==> src/rtl/coded_bus_switch.sv <==
module coded_bus_switch #(
  parameter int W = 8
) (
  input  logic         clk,
  input  logic         rst_n,
  input  logic [1:0]   sel,
  input  logic [1:0]   mode,
  input  logic [W-1:0] a_data,
  input  logic         a_chk,
  input  logic [W-1:0] b_data,
  input  logic         b_chk,
  output logic [W-1:0] y_data,
  output logic         y_chk,
  output logic [1:0]   err
);

  logic [W-1:0] d_n;
  logic         fc, gen, chk_n, legal;
  logic [1:0]   err_n;

  genvar i;
  generate
    for (i = 0; i < W; i++) begin : g_slice
      assign d_n[i] = (sel[0] & a_data[i]) | (sel[1] & b_data[i]);
    end
  endgenerate

  assign fc    = (sel[0] & a_chk) | (sel[1] & b_chk);
  assign gen   = ^d_n;
  assign chk_n = (mode[0] & fc) | (mode[1] & gen);
  assign legal = ({sel, mode} == 4'b0000) || ({sel, mode} == 4'b0101) ||
                 ({sel, mode} == 4'b1001) || ({sel, mode} == 4'b1110);
  assign err_n = legal ? {chk_n, ~gen} : 2'b00;

  always_ff @(posedge clk) begin
    if (!rst_n) begin
      y_data <= '0;
      y_chk  <= 1'b0;
      err    <= 2'b01;
    end else begin
      y_data <= d_n;
      y_chk  <= chk_n;
      err    <= err_n;
    end
  end

  AST_A_PASS: assert property (@(posedge clk) disable iff (!rst_n)
    (sel == 2'b01) |=> (y_data == $past(a_data)));
  AST_B_PASS: assert property (@(posedge clk) disable iff (!rst_n)
    (sel == 2'b10) |=> (y_data == $past(b_data)));
  AST_OR_DATA: assert property (@(posedge clk) disable iff (!rst_n)
    (sel == 2'b11) |=> (y_data == ($past(a_data) | $past(b_data))));
  AST_INSECURE_CODE: assert property (@(posedge clk) disable iff (!rst_n)
    (sel == 2'b11 && mode == 2'b10) |=> (y_chk == ^y_data));
  AST_INSECURE_GOOD: assert property (@(posedge clk) disable iff (!rst_n)
    (sel == 2'b11 && mode == 2'b10) |=> $onehot(err));
  AST_IDLE_ZERO: assert property (@(posedge clk) disable iff (!rst_n)
    (sel == 2'b00 && mode == 2'b00) |=> (y_data == '0 && !y_chk && err == 2'b01));
  AST_BAD_PAIR: assert property (@(posedge clk) disable iff (!rst_n)
    !(({sel, mode} == 4'b0000) || ({sel, mode} == 4'b0101) ||
      ({sel, mode} == 4'b1001) || ({sel, mode} == 4'b1110)) |=> (err == 2'b00));

endmodule

==> config.mk <==
export PLATFORM = sky130hd
export DESIGN_NAME = coded_bus_switch
export DESIGN_NICKNAME = d
export VERILOG_FILES = /design/src/rtl/coded_bus_switch.sv
export SDC_FILE = /design/constraint.sdc
export NUM_CORES = 1
export LEC_CHECK = 0
export ABC_AREA = 0
export BUFFER_PORTS_ARGS = -buffer_cell sky130_fd_sc_hd__buf_2
export CAP_MARGIN = 10
export CORE_MARGIN = 1.5
export CORE_UTILIZATION = 39
export DETAILED_ROUTE_END_ITERATION = 10
export PLACE_DENSITY = 0.73
export SKIP_CTS_REPAIR_TIMING = 1
export SKIP_LAST_GASP = 1
export SYNTH_ARGS = -nofsm -noshare
export SYNTH_HDL_FRONTEND = slang
export SYNTH_SLANG_ARGS = --single-unit
==> constraint.sdc <==
create_clock -name clk -period 1.35 [get_ports clk]
set_clock_uncertainty 0.15 [all_clocks]
set_input_delay 0.27 -clock clk [delete_from_list [all_inputs] [get_ports clk]]
set_output_delay 0.27 -clock clk [all_outputs]
set_load 0.05 [all_outputs]
=== Yosys cells after proc, flatten, opt, wreduce, memory -nomap -nowiden ===
Cells that the tools add are included.

* Bitwise operators: 31
* Reductions and logical operators: 6
* Equality and inequality tests: 3
* Mux-type cells: 1

{| class="wikitable"
|+ Operator list
! operator !! count
|-
| $and A1 B1 Y1 || 20
|-
| $or A1 B1 Y1 || 10
|-
| $eq A4 B4 Y1 const B || 2
|-
| $reduce_xor A8 Y1 || 1
|-
| $eq A4 B3 Y1 const B || 1
|-
| $logic_not A4 Y1 || 1
|-
| $logic_or A1 B1 Y1 || 3
|-
| $reduce_and A2 Y1 || 1
|-
| $mux W1 || 1
|-
| $not A1 Y1 || 1
|}

* Bits in registers: 11

=== Longest topological paths before layout ===
* Depth after elaboration: 5
* Mapped depth: 7

=== Least setup slack after synthesis ===
Ideal clock, no wire load.

* Path type: input port to flip-flop
* From: input port sel[0]
* To: register err[0]
* Cell stages on the path: 7
* Arrival: 1.216 ns
* Path slack: -0.131 ns
* Path buffers: 2
* Cells stage by stage: buf_4 -> buf_2 -> nand3_1 -> o2111ai_1 -> xnor2_1 -> xnor2_1 -> a21bo_1

* Word-level cells in the longest chain between the ends: 5
* Elaborated cells between the ends (all ways): 26
* Classes of those cells: 3 x eq/ne; 1 x mux; 17 x bitwise; 5 x reduce/logical

{| class="wikitable"
|+ RTL lines
! what !! RTL line !! source
|-
| start, declared || 6 || <nowiki>input logic [1:0] sel,</nowiki>
|-
| $and A1 B1 Y1 (tied with other cells) || 24 || <nowiki>assign d_n[i] = (sel[0] & a_data[i]) | (sel[1] & b_data[i]);</nowiki>
|-
| $or A1 B1 Y1 or $logic_or A1 B1 Y1 (tied branches) || 24, 31 ||
|-
| $reduce_xor A8 Y1 or $logic_or A1 B1 Y1 (tied branches) || 29, 31 ||
|-
| $not A1 Y1 or $logic_or A1 B1 Y1 (tied branches) || 33, 32 ||
|-
| $mux W1 (*) || 33 || <nowiki>assign err_n = legal ? {chk_n, ~gen} : 2'b00;</nowiki>
|-
| end signal, assigned || 43 || <nowiki>err <= err_n;</nowiki>
|-
| end, declared || 14 || <nowiki>output logic [1:0] err</nowiki>
|}

Mark *: on every way between the ends. The rest lies on a longest branch, timed or not.
A chain may end at the register's enable or synchronous reset.

=== Final worst setup path ===
* From: input port b_data[0]
* To: register err[0]

* Word-level cells in the longest chain between the ends: 5

{| class="wikitable"
|+ RTL lines
! what !! RTL line !! source
|-
| start, declared || 10 || <nowiki>input logic [W-1:0] b_data,</nowiki>
|-
| $and A1 B1 Y1 || 24 ||
|-
| $or A1 B1 Y1 || 24 ||
|-
| $reduce_xor A8 Y1 || 29 || <nowiki>assign gen = ^d_n;</nowiki>
|-
| $not A1 Y1 || 33 ||
|-
| $mux W1 || 33 ||
|}

No other way between the ends.

==> flow_summary.json <==
{
  "status": "completed",
  "area_growth_pct": 57.4,
  "track_usage_pct": 16.5,
  "synth.net_count": 105,
  "grt_pass1_vias": 633,
  "ir_drop_v": 0.000404,
  "yosys_warnings": 0,
  "maxCapViolations": 0,
  "wire_per_inst_microns": 13.8,
  "final_cells": 140,
  "num_rows": 14,
  "cts_sinks": 11,
  "h-tree-depth": 1,
  "clkTransAtPathRegs_ns": 0.06,
  "yosys_register_bits": 11,
  "startpoint": "b_data[0]",
  "utilization_pct": 68.6,
  "dr_total_vias": 783,
  "rsz0062_at_grt": "true",
  "cts_root_buf": "clkbuf_4",
  "hold_ws_ns": 0.128,
  "dp_worst_setup_slack_ns": -0.390,
  "cp.depth": 7,
  "cp_cell_sequence": "buf_4 > o21ai_0 > nand2_1 > o2111ai_2 > xnor2_1 > xnor2_1 > a21bo_1",
  "grt_start_max_net_pins": 19,
  "period_share_pct": 98.1,
  "crit_required_ns": 1.35,
  "cts_tree": "built",
  "die_w_microns": 45.0,
  "power_density_nw_per_um2": 878,
  "cp.arrival_ns": 1.32,
  "whs_path_depth": 3,
  "antennaDiodeCount": 0,
  "synthCells": 81,
  "gp_congestion": 0.739,
  "port_buffers": 34,
  "hp-class": "input pin to flip-flop",
  "setup_viol": 0,
  "synth_area_sq_um": 687,
  "drtPass1Iterations": 4,
  "path_common_cell": "xnor2_1",
  "layout_commonest_cell": "buf_2",
  "routed_wl_mm": 1.93,
  "design.core.area_sq_um": 1580,
  "antenna_found_initial": 0,
  "cp_num_buf_inv": 1,
  "n_fill_cell": 126,
  "worst_slew_pin_slew_ns": 0.259,
  "grt_pass1_wl_mm": 2.49,
  "total_power_mw": 0.949,
  "synth.distinct_cells": 29,
  "finalHoldViolations": 0,
  "finalInstanceArea_sq_um": 1080,
  "yosysSeqAreaShare_pct": 32.1,
  "cp_top_family": "compound AO/OA/AOI/OAI gates",
  "die-area_sq_um": 2020,
  "slowest_stage": "o21ai_0",
  "path_class": "input pin to flip-flop",
  "worstHoldStart": "b_data[1]",
  "routed_via_density": 5.59,
  "dp_hpwl_mm": 1.20,
  "drt-initial-drc-count": 19,
  "slowest_delay_ns": 0.22,
  "ios": 35,
  "clock_path_buffers": 2,
  "fmax_ghz": 0.755,
  "place_area_sq_um": 917,
  "grt_overflow": 0,
  "startpoint_type": "input pin",
  "die_y_microns": 45.0,
  "synth_area_per_cell_sq_um": 8.48,
  "min_period_ns": 1.32,
  "start_util_pct": 43.6,
  "cp_max_fo": 4,
  "slew_violations": 0,
  "power.leakage_nw": 0.490,
  "layout.nets": 149,
  "slew_headroom_pct": 82.6,
  "antenna_left": 0,
  "layout_common_cells": "buf_2 (25), nand2_1 (13), dfxtp_1 (11)",
  "fin_setup_tns_ns": 0,
  "dp_cells": 133,
  "drive_above_1_share_pct": 50.0,
  "end_kind": "flip-flop",
  "drc": 0,
  "cts_buffers": 3,
  "fin_ws_ns": 0.0251
}
## final timing paths
check	end
hold / removal	y_data[1]$_SDFF_PN0_
setup / recovery	err[0]$_SDFF_PN1_
## cell type report
| type | count | area (sq um) | area share [%] |
|---|---|---|---|
| Timing Repair Buffer | 44 | 350 | 32.4 |
| Clock buffer | 4 | 26.3 | 2.43 |
| Sequential cell | 11 | 220 | 20.4 |
| Tap cell | 16 | 20.0 | 1.85 |
| Multi-Input combinational cell | 65 | 464 | 42.9 |
## routing by layer
metal  wire (microns)  track usage [%]
met5                0                0
met2             1060             28.3
met1              720             21.0
met3               95             1.20
met4               46             7.06
## tightest hold or removal path: cells and delay by family
kind	cells	cell delay [ns]
buf+inv	1	0.10
compound gates	1	0.06
simple gates	1	0.05
## cell usage after synthesis
cell,number,share of area [%]
a21bo_1,1,1.5
a21boi_0,4,4.4
a21o_2,1,1.3
a21oi_1,1,0.73
a21oi_2,3,3.8
a22o_1,1,1.3
a22oi_1,6,6.6
and3_2,3,3.3
and3b_1,1,1.3
buf_2,1,0.73
buf_4,1,1.1
buf_6,1,1.6
clkbuf_1,1,0.55
clkbuf_8,1,2.0
dfxtp_1,11,32
nand2_1,13,7.1
nand3_1,6,4.4
nor2b_1,4,3.6
nor3b_1,1,1.1
o2111ai_1,1,1.3
o211ai_1,2,2.2
o21ai_0,6,4.4
o21ai_1,1,0.73
o21ai_2,3,3.8
o221ai_2,1,2.2
o22ai_1,1,0.91
o31ai_1,1,1.1
xnor2_1,3,3.8
xor2_1,1,1.3
## cell families (layout without fill, tap and decap cells)
family | after synthesis | in the layout | share of synthesized area (%)
AO/OA/AOI/OAI | 33 | 33 | 36.1
buffers and inverters | 5 | 48 | 6.01
flip-flops | 11 | 11 | 32.1
AND/OR/NAND/NOR | 28 | 28 | 20.8
XOR/XNOR | 4 | 4 | 5.10
## flip-flops by register name, summed over array words and instances (netlist names)
register / count
y_data: 8
err: 2
y_chk: 1
## where the power goes
group	switching [mW]	internal, mW	leakage [nW]
Combinational	0.224	0.166	0.384
Sequential	0.00496	0.350	0.0914
Clock	0.0908	0.114	0.0150
Note: power is estimated with default switching activity, not from simulation.
